===== config.mk =====
export PLATFORM = sky130hd
export DESIGN_NAME = halfbridge_gap_guard
export DESIGN_NICKNAME = d
export VERILOG_FILES = /design/src/rtl/gg_pkg.sv /design/src/rtl/gg_gap_sel.sv /design/src/rtl/gg_turnon_timer.sv /design/src/rtl/halfbridge_gap_guard.sv
export SDC_FILE = /design/constraint.sdc
export NUM_CORES = 1
export LEC_CHECK = 0
export ABC_AREA = 1
export CORE_MARGIN = 4
export CORE_UTILIZATION = 63
export CTS_BUF_LIST = sky130_fd_sc_hd__clkbuf_4 sky130_fd_sc_hd__clkbuf_8
export DETAILED_ROUTE_END_ITERATION = 16
export GPL_TIMING_DRIVEN = 0
export PLACE_DENSITY_LB_ADDON = 0.3
export SLEW_MARGIN = 30
export SYNTH_ARGS = -nofsm -noshare
export SYNTH_HDL_FRONTEND = slang
export SYNTH_SLANG_ARGS = --single-unit

===== constraint.sdc =====
create_clock -name clk -period 4.6 [get_ports clk]
set_input_delay 0.69 -clock clk [delete_from_list [all_inputs] [get_ports clk]]
set_output_delay 0.69 -clock clk [all_outputs]
set_load 0.02 [all_outputs]

===== src/rtl/gg_pkg.sv =====
package gg_pkg;

  typedef enum logic [1:0] {
    GG_GUARD = 2'd0,
    GG_PROG  = 2'd1,
    GG_MAX   = 2'd2,
    GG_PASS  = 2'd3
  } gg_mode_e;

  localparam int GG_SIDES = 2;
  localparam int GG_HS    = 0;
  localparam int GG_LS    = 1;

endpackage


===== src/rtl/gg_gap_sel.sv =====
module gg_gap_sel #(
  parameter int GW      = 8,
  parameter int MAX_GAP = 50
) (
  input  logic [1:0]    mode_sel,
  input  logic [GW-1:0] gap_cycles,
  output logic [GW-1:0] gap_eff,
  output logic          pass_thru
);
  import gg_pkg::*;

  localparam logic [GW-1:0] TOP_GAP = GW'(MAX_GAP);

  gg_mode_e mode;

  always_comb begin
    mode = gg_mode_e'(mode_sel);
    pass_thru = 1'b0;
    unique case (mode)
      GG_GUARD: gap_eff = '0;
      GG_PROG:  gap_eff = gap_cycles;
      GG_MAX:   gap_eff = TOP_GAP;
      default: begin
        gap_eff   = '0;
        pass_thru = 1'b1;
      end
    endcase
  end

endmodule


===== src/rtl/gg_turnon_timer.sv =====
module gg_turnon_timer #(
  parameter int GW = 8
) (
  input  logic          clk,
  input  logic          rst_n,
  input  logic          opp_drv,
  input  logic          own_cmd,
  input  logic          own_drv,
  input  logic [GW-1:0] gap_eff,
  output logic          ready
);

  localparam logic [GW-1:0] CNT_TOP = '1;

  logic [GW-1:0] cnt_q, cnt_d;
  logic          cnt_en;
  logic          pend_q, pend_d;
  logic          cancel;

  // next-state
  always_comb begin
    cancel = pend_q & ~own_cmd;
    pend_d = own_cmd & ~own_drv;
    if (opp_drv || cancel) begin
      cnt_d  = '0;
      cnt_en = 1'b1;
    end else begin
      cnt_d  = cnt_q + 1'b1;
      cnt_en = (cnt_q != CNT_TOP);
    end
  end

  // registers
  always_ff @(posedge clk or negedge rst_n) begin
    if (!rst_n) begin
      cnt_q <= CNT_TOP;
    end else if (cnt_en) begin
      cnt_q <= cnt_d;
    end
  end

  always_ff @(posedge clk or negedge rst_n) begin
    if (!rst_n) begin
      pend_q <= 1'b0;
    end else begin
      pend_q <= pend_d;
    end
  end

  assign ready = (cnt_q >= gap_eff);

endmodule


===== src/rtl/halfbridge_gap_guard.sv =====
module halfbridge_gap_guard #(
  parameter int GW      = 8,
  parameter int MAX_GAP = 50
) (
  input  logic          clk,
  input  logic          rst_n,
  input  logic [1:0]    mode_sel,
  input  logic [GW-1:0] gap_cycles,
  input  logic          hs_cmd,
  input  logic          ls_cmd,
  output logic          hs_drv,
  output logic          ls_drv
);
  import gg_pkg::*;

  logic [GW-1:0]       gap_eff;
  logic                pass_thru;
  logic [GG_SIDES-1:0] cmd, drv, rdy, elig, arb;

  assign cmd[GG_HS] = hs_cmd;
  assign cmd[GG_LS] = ls_cmd;

  gg_gap_sel #(.GW(GW), .MAX_GAP(MAX_GAP)) u_sel (
    .mode_sel  (mode_sel),
    .gap_cycles(gap_cycles),
    .gap_eff   (gap_eff),
    .pass_thru (pass_thru)
  );

  for (genvar s = 0; s < GG_SIDES; s++) begin : g_side
    gg_turnon_timer #(.GW(GW)) u_tmr (
      .clk    (clk),
      .rst_n  (rst_n),
      .opp_drv(drv[GG_SIDES-1-s]),
      .own_cmd(cmd[s]),
      .own_drv(drv[s]),
      .gap_eff(gap_eff),
      .ready  (rdy[s])
    );
  end

  always_comb begin
    elig = cmd & rdy;
    arb[GG_HS] = elig[GG_HS] & ~elig[GG_LS];
    arb[GG_LS] = elig[GG_LS] & ~elig[GG_HS];
    drv = pass_thru ? cmd : arb;
  end

  assign hs_drv = drv[GG_HS];
  assign ls_drv = drv[GG_LS];

endmodule


; Yosys cells after proc, flatten, opt, wreduce, memory -nomap -nowiden
; Index checks and enable logic that the tools add are counted.
; Widths: inputs -> output; s select.
[totals]
out_inout_bits = 2
reg_bits = 18
wordCells = 35
in_bits = 14
[classes]
addsub = 2
bitwise = 13
magnitude_cmp = 2
reduce_logical = 4
mux = 6
n_eq_ne = 4
[ops]
columns = cell, n
row1 = $add 8x1->8 const B, 2
row2 = $ge 8x8->1, 2
row3 = $mux 8, 2
row4 = $ne 8x8->1 const B, 2
row5 = $pmux 8 s2, 1
row6 = $and 1x1->1, 6
row7 = $not 1->1, 6
row8 = $reduce_or 3->1, 1
row9 = $and 2x2->2, 1
row10 = $eq 2x1->1 const B, 1
row11 = $eq 2x2->1 const B, 1
row12 = $logic_not 2->1, 1
row13 = $logic_or 1x1->1, 2
row14 = $mux 1, 2
row15 = $mux 2, 1

; Longest topological paths before layout
; Gate-level depths: netlist of the first run.
[depth]
depth_word = 9
ltp_mapped = 18
mapped_depth_nobuf = 17

; Cells and area by module
; From an unflattened synthesis of the first run, not the netlist that was laid out.
[unflattened]
cells_unflattened = 223
area_unflattened_um2 = 1609.0
[modules_own_cells]
columns = mod, cells_per_inst, n_inst, area_each_um2, seq_area_each_um2
row1 = gg_turnon_timer, 95, 2, 726.9, 235.2
row2 = gg_gap_sel, 23, 1, 117.6, 0.0
row3 = halfbridge_gap_guard, 10, 1, 37.5, 0.0

; Worst setup path before layout of the first run
; Ideal clock, no wire load.
[synth_path]
path_kind = input to output
startpoint = input port mode_sel[1]
endpoint = output port ls_drv
path_stages = 15
arrival_ns = 2.235
required_ns = 3.910
path_buffers = 1
path_slack_ns = 1.675
cell_sequence = inv_1 ha_1 clkbuf_1 nand2_1 inv_1 o21ai_0 ha_1 a21oi_1 nor2_1 nor2_1 nand3_1 nand2_1 inv_1 nand2_1 nand2_1
[synth_between]
elab_chain_cells = 7
elab_cells_between_ends = 11
cone_classes = order compare (2) / eq/ne (2) / mux (2) / bitwise (3) / reduce/logical (2)
[synth_lines]
columns = item, line
row1 = "start, declared", halfbridge_gap_guard.sv:7  ; input logic [1:0] mode_sel,
row2 = $eq 2x2->1 or $eq 2x1->1 (tied branches), gg_gap_sel.sv:19  ; unique case (mode)
row3 = $pmux 8 s2, gg_gap_sel.sv:19
row4 = $ge 8x8->1, gg_turnon_timer.sv:50  ; assign ready = (cnt_q >= gap_eff);
row5 = $and 2x2->2, halfbridge_gap_guard.sv:43  ; elig = cmd & rdy;
row6 = $not 1->1, halfbridge_gap_guard.sv:45  ; arb[GG_LS] = elig[GG_LS] & ~elig[GG_HS];
row7 = $and 1x1->1, halfbridge_gap_guard.sv:45
row8 = $mux 2 (*), halfbridge_gap_guard.sv:46  ; drv = pass_thru ? cmd : arb;
row9 = "end, declared", halfbridge_gap_guard.sv:12  ; output logic ls_drv
; Mark *: on every way between the ends. The rest lies on a longest branch, timed or not.

; Worst setup path in the final report of the first run
[layout_path]
startpoint = input port mode_sel[1]
endpoint = output port hs_drv
[layout_between]
elab_chain_cells = 7
elab_cells_between_ends = 11
cone_classes = order compare (2) / eq/ne (2) / mux (2) / bitwise (3) / reduce/logical (2)
[layout_lines]
columns = item, line
row1 = $eq 2x2->1 or $eq 2x1->1 (tied branches), gg_gap_sel.sv:19
row2 = $pmux 8 s2, gg_gap_sel.sv:19
row3 = $ge 8x8->1, gg_turnon_timer.sv:50
row4 = $and 2x2->2, halfbridge_gap_guard.sv:43
row5 = $not 1->1, halfbridge_gap_guard.sv:44  ; arb[GG_HS] = elig[GG_HS] & ~elig[GG_LS];
row6 = $and 1x1->1, halfbridge_gap_guard.sv:44
row7 = $mux 2 (*), halfbridge_gap_guard.sv:46
row8 = "end, declared", halfbridge_gap_guard.sv:11  ; output logic hs_drv,
; Marks and branches as above.

==> flow_summary.yaml, run 1 <==
run_status:
  status: "finished clean"
timing:
  setup_slack_ps: 289.3
  max_freq_ghz: 0.2320
  min_period_ps: 4311
  post-route-period-util_pct: 93.71
  rsz0062_at_grt: "no"
  fin_setup_tns_ps: 0
  relSlewSlack_pct: 44.99
  slew_violations: 0
  hold_viol: 0
  finalSetupViolations: 0
  worst_pin_slew_ps: 822.6
  fin_skew_ps: 2.385
hold_path:
  min_path_cells: 2
  min_from: "g_side[1].u_tmr.cnt_q[2]$_DFFE_PN1P_"
  hold-path-endpoint: "g_side[1].u_tmr.cnt_q[2]$_DFFE_PN1P_"
  min_path_type: "flop to flop"
clocking:
  clkSlewWorstSetupHoldPaths_ps: 110
  postCtsSetupBuffers: 0
  cts_hold_buf: 0
  cts.sinks: 18
  clk_latency_ps: 290
  htreeDepth: 1
  cts_tree: "done"
  post_cts_resized: 0
  ctsRootBufferMaster: "clkbuf_4"
  cts_buffers: 3
  cts_buffer_depth: 2
global_routing:
  grt_pass1_vias: 1307
  gr-total-overflow: 0
  grt_max_degree: 19
  grt_pass1_wl_mm: 5.430
  grt.total_usage_pct: 21.10
  antenna_found_initial: 0
  use_met1_pct: 26.44
  gr-usage-met3_pct: 3.908
  grt_util_met2_pct: 37.73
  gr-max-usage-layer: "met2"
pwr:
  leakage_nw: 0.8660
  p_sw_mw: 0.2495
  cellPowerDensity_mw_per_mm2: 364.6
  finalPower_mw: 0.6176
  internal-power_mw: 0.3681
  peakVddDrop_mv: 0.2501
  power.share.clock_pct: 15.9
  pwr-share-seq_pct: 39.4
  swShare_pct: 40.40
  combPwrFrac_pct: 44.7
drt:
  drt-initial-drc-count: 29
  dr.pass1.iters: 4
  drc: 0
  vias: 1282
  routed_wl_mm: 3.003
  antenna_left: 0
  wire_per_inst_um: 12.46
  avgViaCountPerCell: 5.320
layout:
  fillers: 165
  post-route-util_pct: 76.58
  drive_gt1_share_pct: 15.02
  diodes: 0
  fin_nets: 249
  areaGrowthSynthToFinish_pct: 15.04
  seq_area_um2: 470.5
  multiInputGateArea_um2: 878.3
floorplanning:
  core_mm2: 0.002212
  dieArea_mm2: 0.003175
  pin_count: 16
  initial_core_util_pct: 66.57
  fp-row-count: 17
  dieHeight_um: 56.35
  die_w_um: 56.35
worst_setup_path:
  reg2reg_from: "g_side[1].u_tmr.cnt_q[3]$_DFFE_PN1P_"
  endpoint_kind: "primary output"
  crit_type: "input pin to primary output"
  cp_common_cell: "nand2_1"
  critPathMaxStageDelay_ps: 610
  worst-path-buf-inv: 5
  crit_path_top_delay_cell: "clkdlybuf4s50_1"
  critPathTopFamily: "buffers and inverters"
  startpoint_type: "input pin"
  rr_worst_depth: 10
  crit_required_ps: 3910
  crit_chain: "clkdlybuf4s50_1 -> inv_1 -> ha_1 -> clkbuf_1 -> nand2_1 -> inv_1 -> o21ai_0 -> ha_1 -> nand2_1 -> nand2_1 -> nand2_1 -> nand2_1 -> nand2_1 -> nand3_1 -> nand2_1 -> nand2_1 -> nand2_1 -> clkdlybuf4s50_1"
  regToRegEndpoint: "g_side[0].u_tmr.cnt_q[1]$_DFFE_PN1P_"
  r2r_slack_ps: 2750
  path_max_fanout: 8
  cp.arrival_ps: 3620
yosys:
  synth-seq-cells: 18
  synth_nets: 229
  yosys.area.top_type: "dfstp_2"
  synth_area_leaders: "dfstp_2, ha_1, nand2_1"
  synth_warnings: 0
  seq_area_frac_synth_pct: 31.95
  synth_cells: 194
  syn_area_per_cell_um2: 7.591
  netlist.area_leader.share_pct: 28.55
  synth.distinct_cells: 24
  syn-cell-area_mm2: 0.001473
flow_run:
  cap_violations: 0
placed_design:
  dp_hpwl_mm: 2.509
  dp_worst_setup_slack_ps: 287.2
  place.gp.congestion: 0.8404
  portBuffers: 15
sequential cells by signal (all words and copies together) (netlist names):
register	cells
g_side.u_tmr.cnt_q	16
g_side.u_tmr.pend_q	2
layout make-up:
cell class	instances	area share [%]
Buffer	1	0.2216
Clock buffer	4	2.142
Sequential cell	18	27.77
Tap cell	28	2.068
Multi-Input combinational cell	143	51.85
Inverter	32	7.090
Timing Repair Buffer	15	8.863
power groups by stage:
stage	sequential, mW	combinational (mW)	clock, mW
final	0.243	0.276	0.0985
after global routing	0.249	0.313	0.112
after CTS	0.243	0.276	0.101
after detailed placement	0.246	0.275	0
after global placement	0.243	0.251	0
after floorplan	0.235	0.199	0
per-stage QoR:
stage | cell area (um^2) | hold slack, ps | instances
5_1_grt | 1694 | 594.9 | 241
4_1_cts | 1694 | 559.5 | 241
6_report | 1694 | 563.1 | 241
2_1_floorplan | 1473 | 394.4 | 194
3_3_place_gp | 1658 | 536.2 | 237
3_5_place_dp | 1658 | 540.7 | 237
logic make-up (layout without fill, tap and decap cells):
| logic type | after synthesis | count (layout) | share of synthesized area (%) |
|---|---|---|---|
| AO/OA/AOI/OAI | 24 | 24 | 9.261 |
| XOR/XNOR | 5 | 5 | 2.974 |
| adder cells (fa/ha/maj) | 21 | 21 | 17.84 |
| buffers and inverters | 33 | 52 | 8.411 |
| flip-flops | 18 | 18 | 31.95 |
| AND/OR/NAND/NOR | 93 | 93 | 29.57 |
how the worst max path moves through the flow:
| stage | startpoint | endpoint | slack (ps) | depth (start not counted) |
|---|---|---|---|---|
| after floorplan | mode_sel[1] | ls_drv | 1670 | 15 |
| after global placement | mode_sel[1] | ls_drv | 360 | 18 |
| after detailed placement | mode_sel[1] | hs_drv | 290 | 18 |
| after CTS | mode_sel[1] | hs_drv | 280 | 18 |
| after global routing | mode_sel[1] | ls_drv | 20 | 19 |
| final | mode_sel[1] | hs_drv | 290 | 18 |
Yosys cell counts (all sizes together):
cell     n
nor2    30
o21ai   10
nand2   47
xor2     4
dfrtp    2
clkbuf   1
dfstp   16
nor3     1
inv     32
a21o     1
a31o     1
o21a     1
a21oi    8
xnor2    1
ha      21
o21bai   3
nand3   11
nand4    4
placed cells by master, fill, tap and decap left out, drive strengths merged, types with 2 or more instances in the layout:
master         Yosys  final
nand2             47     47
inv               32     32
nor2              30     30
ha                21     21
dfstp             16     16
clkdlybuf4s50      0     15
nand3             11     11
o21ai             10     10
a21oi              8      8
clkbuf             1      5
xor2               4      4
nand4              4      4
o21bai             3      3
dfrtp              2      2
layer usage:
| metal | up-vias | routed length, um |
|---|---|---|
| li1 | 657 | - |
| met5 | - | 0 |
| met4 | 0 | 14 |
| met1 | 597 | 1349 |
| met3 | 2 | 138 |
| met2 | 26 | 1500 |
worst register-to-register path: cells and delay by family (launching register included):
family / cells / cell delay, ps
buf+inv: 1 / 50
simple gates: 7 / 700
flops: 1 / 600
compound gates: 1 / 190
fa+ha+maj: 1 / 270
Power figures use the tool's default switching activity.
==> run 2, diff against run 1 <==
- SETUP_SLACK_MARGIN: unset -> 0.15
==> flow_summary.yaml, run 2 (synthesis gave the netlist of run 1 again) <==
run_status:
  status: "finished clean"
global_routing:
  antenna_found_initial: 0
  grt_pass1_wl_mm: 5.430
  grt_pass1_vias: 1307
  grt.total_usage_pct: 21.10
  gr-total-overflow: 0
  grt_max_degree: 19
layout:
  fin_nets: 249
  drive_gt1_share_pct: 15.49
  finish.instance_area_mm2: 0.001695
  diodes: 0
  mostFrequentLayoutCells: "nand2_1, inv_1, nor2_1"
  final_common_cell: "nand2_1"
  regMostFlops: "g_side.u_tmr.cnt_q"
  top_regs: "g_side.u_tmr.cnt_q (16), g_side.u_tmr.pend_q (2)"
  largest_reg_flops: 16
  areaGrowthSynthToFinish_pct: 15.12
worst_setup_path:
  crit_type: "input pin to primary output"
  crit_path_top_delay_cell: "clkdlybuf4s50_1"
  crit_required_ps: 3910
  path_max_fanout: 8
  endpoint_kind: "primary output"
  cp_common_cell: "nand2_1"
  critPathMaxStageDelay_ps: 610
  startpoint: "mode_sel[1]"
  reg2reg_from: "g_side[1].u_tmr.cnt_q[3]$_DFFE_PN1P_"
  crit_chain: "clkdlybuf4s50_1 -> inv_1 -> ha_1 -> clkbuf_2 -> nand2_1 -> inv_1 -> o21ai_0 -> ha_1 -> a21oi_1 -> nor2_1 -> nor2_1 -> nand3_1 -> nand2_1 -> nand2_1 -> nand2_1 -> clkdlybuf4s50_1"
  cp.arrival_ps: 3500
  startpoint_type: "input pin"
timing:
  hold_ws_ps: 563.1
  rsz0062_at_grt: "no"
  hold_viol: 0
  min_period_ps: 4191
  finalSetupViolations: 0
  setup_slack_ps: 408.7
  worst_pin_slew_ps: 829.8
  slew_violations: 0
  fin_setup_tns_ps: 0
  fin_skew_ps: 2.043
  relSlewSlack_pct: 44.51
  post-route-period-util_pct: 91.12
  max_freq_ghz: 0.2386
floorplanning:
  core_mm2: 0.002212
  dieArea_mm2: 0.003175
  initial_core_util_pct: 66.57
  dieHeight_um: 56.35
  die_w_um: 56.35
  fp-row-count: 17
  pin_count: 16
clocking:
  htreeDepth: 1
  clkSlewWorstSetupHoldPaths_ps: 110
  cts_tree: "done"
  ctsRootBufferMaster: "clkbuf_4"
  cts_buffers: 3
  cts_buffer_depth: 2
  clk_latency_ps: 290
  cts.sinks: 18
pwr:
  internal-power_mw: 0.3684
  peakVddDrop_mv: 0.2504
  power.share.clock_pct: 15.8
  leakage_nw: 0.8693
  combPwrFrac_pct: 44.8
  pwr-share-seq_pct: 39.4
  finalPower_mw: 0.6177
  p_sw_mw: 0.2494
  swShare_pct: 40.37
  cellPowerDensity_mw_per_mm2: 364.4
drt:
  routed_wl_mm: 2.998
  drc: 0
  avgViaCountPerCell: 5.320
  antenna_left: 0
  wire_per_inst_um: 12.44
  vias: 1282
  drt-initial-drc-count: 28
  dr.pass1.iters: 4
placed_design:
  dp_worst_setup_slack_ps: 287.2
  place_area_mm2: 0.001658
  dp_hpwl_mm: 2.509
  place.gp.congestion: 0.8404
  portBuffers: 15
hold_path:
  min_from: "g_side[1].u_tmr.cnt_q[2]$_DFFE_PN1P_"
  min_path_type: "flop to flop"
flow_run:
  cap_violations: 0
==> run 2: changes by cell type in the layout (fill, tap and decap cells not counted) <==
cell      previous run  this run
o21ai_0              8         6
o21ai_1              2         4
clkbuf_1             1         0
clkbuf_2             0         1
==> run 2: worst paths after layout <==
check / to / slack (ps) / cells past startpoint
max: hs_drv / 410 / 16
min: g_side[1].u_tmr.cnt_q[2]$_DFFE_PN1P_ / 560 / 2
max reg2reg: g_side[0].u_tmr.cnt_q[1]$_DFFE_PN1P_ / 2740 / 10
min reg2reg: g_side[1].u_tmr.cnt_q[2]$_DFFE_PN1P_ / 560 / 2
max in group asynchronous: g_side[0].u_tmr.pend_q$_DFF_PN0_ / 3220 / 1
min in group asynchronous: g_side[1].u_tmr.pend_q$_DFF_PN0_ / 870 / 1
==> run 2: metrics by stage <==
step           util [%]  cells
2_1_floorplan         -    194
3_3_place_gp      74.94    237
3_5_place_dp      74.94    237
4_1_cts           76.58    241
5_1_grt           76.64    241
6_report          76.64    241
==> run 2: timing repair <==
item | CTS | global route
buffers inserted | 0 | 0
endpoints found under the hold margin | 0 | 0
endpoints found under the setup margin | 0 | 2
gates resized for setup | 0 | 4
hold buffers | 0 | 0
==> run 2: per-layer routing <==
metal | part of all wire, % | track usage, % | vias to the layer above
li1 | - | - | 659
met1 | 45 | 26.44 | 595
met3 | 4.6 | 3.908 | 2
met5 | 0 | 0 | -
met2 | 50 | 37.73 | 26
met4 | 0.47 | 4.068 | 0
==> run 2: final cells by class <==
cell class                 count  area [um^2]
fill                         164        516.7
inverter                      32        120.1
clock buffer                   4        36.28
timing repair buffer          15        150.1
multi-input combinational    143        878.3
sequential                    18        470.5
buffer                         1        5.005
tap                           28        35.03
==> run 2: power by group through the flow <==
| stage | registers, mW | logic, mW | clock network (mW) |
|---|---|---|---|
| 4_1_cts | 0.243 | 0.276 | 0.101 |
| 3_3_place_gp | 0.243 | 0.251 | 0 |
| 2_1_floorplan | 0.235 | 0.199 | 0 |
| 6_report | 0.243 | 0.277 | 0.0979 |
| 3_5_place_dp | 0.246 | 0.275 | 0 |
| 5_1_grt | 0.249 | 0.313 | 0.112 |
==> run 2: worst max-delay path: cells and delay by family <==
family / cells / cell delay [ps]
AO/OA/AOI/OAI: 2 / 400
adder cells (fa/ha/maj): 2 / 480
buffers and inverters: 5 / 1360
AND/OR/NAND/NOR: 7 / 590
==> run 3, diff against run 2 <==
- CORE_MARGIN: 4 -> 5
==> flow_summary.yaml, run 3 (synthesis gave the netlist of run 1 again) <==
clocking:
  htreeDepth: 1
  clk_latency_ps: 300
  cts_tree: "done"
  cts.sinks: 18
  cts_hold_buf: 0
  cts_buffers: 3
  cts_buffer_depth: 2
  clkSlewWorstSetupHoldPaths_ps: 100
  ctsRootBufferMaster: "clkbuf_4"
global_routing:
  antenna_found_initial: 0
  grt.total_usage_pct: 21.13
  grt_pass1_vias: 1377
  grt_pass1_wl_mm: 5.568
  gr-total-overflow: 0
  grt_max_degree: 19
worst_setup_path:
  startpoint_type: "input pin"
  crit_chain: "clkdlybuf4s50_1 -> inv_1 -> ha_1 -> clkbuf_2 -> nand2_1 -> inv_1 -> o21ai_1 -> ha_1 -> nand2_1 -> nand3_1 -> nand2_1 -> nand2_1 -> nand2_1 -> nand2_1 -> nand2_1 -> nand2_1 -> nand2_1 -> clkdlybuf4s50_1"
  crit_required_ps: 3910
  crit_path_top_delay_cell: "clkdlybuf4s50_1"
  rr_worst_depth: 12
  path_max_fanout: 8
  worst-path-buf-inv: 5
  reg2reg_from: "g_side[1].u_tmr.cnt_q[3]$_DFFE_PN1P_"
  crit_type: "input pin to primary output"
  cp_common_cell: "nand2_1"
  r2r_slack_ps: 2750
  critPathMaxStageDelay_ps: 610
  cp.arrival_ps: 3450
  regToRegEndpoint: "g_side[0].u_tmr.cnt_q[7]$_DFFE_PN1P_"
  critPathTopFamily: "buffers and inverters"
  endpoint_kind: "primary output"
placed_design:
  dp_worst_setup_slack_ps: 272.2
  dp_hpwl_mm: 2.544
  dp_cells: 237
  place.gp.congestion: 0.8191
  portBuffers: 15
timing:
  fin_skew_ps: 7.344
  worst_pin_slew_ps: 800.5
  rsz0062_at_grt: "no"
  fin_setup_tns_ps: 0
  min_period_ps: 4144
  max_freq_ghz: 0.2413
  relSlewSlack_pct: 46.47
  hold_viol: 0
  finalSetupViolations: 0
  post-route-period-util_pct: 90.08
  setup_slack_ps: 456.2
  slew_violations: 0
  hold_ws_ps: 568.6
floorplanning:
  fp-row-count: 17
  core_mm2: 0.002212
  dieArea_mm2: 0.003405
  die_w_um: 58.35
  pin_count: 16
  dieHeight_um: 58.35
  initial_core_util_pct: 66.57
drt:
  dr.pass1.iters: 4
  vias: 1299
  antenna_left: 0
  wire_per_inst_um: 13.18
  drc: 0
  routed_wl_mm: 3.176
  avgViaCountPerCell: 5.390
  drt-initial-drc-count: 36
pwr:
  cellPowerDensity_mw_per_mm2: 365.8
  finalPower_mw: 0.6212
  peakVddDrop_mv: 0.2920
  leakage_nw: 0.8835
hold_path:
  min_path_type: "flop to flop"
  hold-path-endpoint: "g_side[1].u_tmr.cnt_q[7]$_DFFE_PN1P_"
  min_from: "g_side[1].u_tmr.cnt_q[7]$_DFFE_PN1P_"
  min_path_cells: 2
layout:
  mostFrequentLayoutCells: "nand2_1, inv_1, nor2_1"
  regMostFlops: "g_side.u_tmr.cnt_q"
  final_common_cell: "nand2_1"
  largest_reg_flops: 16
  drive_gt1_share_pct: 15.49
  fin_nets: 249
  top_regs: "g_side.u_tmr.cnt_q (16), g_side.u_tmr.pend_q (2)"
  fillers: 165
  stdcell_count: 241
  areaGrowthSynthToFinish_pct: 15.29
  diodes: 0
flow_run:
  cap_violations: 0
run_status:
  status: "finished clean"
-- run 3: routing by layer --
| metal | part of all wire (%) | global-route usage (%) |
|---|---|---|
| met5 | 0 | 0 |
| met4 | 1.3 | 8.940 |
| met3 | 6.0 | 4.386 |
| met2 | 49 | 36.04 |
| met1 | 43 | 25.69 |
-- run 3: what timing repair did --
action,CTS,global route
endpoints found under the setup margin,0,2
buffers inserted,0,0
gates resized for setup,0,5
-- run 3: final cells by class --
cell class | count | area [um^2] | area share (%)
Sequential cell | 18 | 470.5 | 27.71
Multi-Input combinational cell | 143 | 878.3 | 51.73
Buffer | 1 | 5.005 | 0.2948
Inverter | 32 | 120.1 | 7.074
Clock buffer | 4 | 36.28 | 2.137
Tap cell | 28 | 35.03 | 2.063
Timing Repair Buffer | 15 | 152.6 | 8.990
-- run 3: through the flow --
stage          instance area (um^2)  util [%]
2_1_floorplan                  1473         -
4_1_cts                        1694     76.58
5_1_grt                        1698     76.75
3_3_place_gp                   1658     74.94
3_5_place_dp                   1658     74.94
6_report                       1698     76.75
-- run 3: worst min-delay path, stage by stage, from the launching register on --
cell	delay (ps)
dfstp_2	400
a21oi_1	120
nor2_1	50
-- run 3: report_power, final --
group / switching [mW] / internal, mW / leakage, nW
Sequential: 0.0335 / 0.210 / 0.190
Combinational: 0.167 / 0.110 / 0.672
Clock: 0.0525 / 0.0484 / 0.0210
Total: 0.253 / 0.368 / 0.883
-- run 3: worst max-delay path by stage --
stage | startpoint | end | slack, ps | cells after the start
floorplan | mode_sel[1] | ls_drv | 1670 | 15
global placement | mode_sel[1] | ls_drv | 360 | 18
detailed placement | mode_sel[1] | hs_drv | 270 | 18
CTS | mode_sel[1] | hs_drv | 250 | 16
global route | mode_sel[1] | ls_drv | 210 | 19
finish | mode_sel[1] | ls_drv | 460 | 18
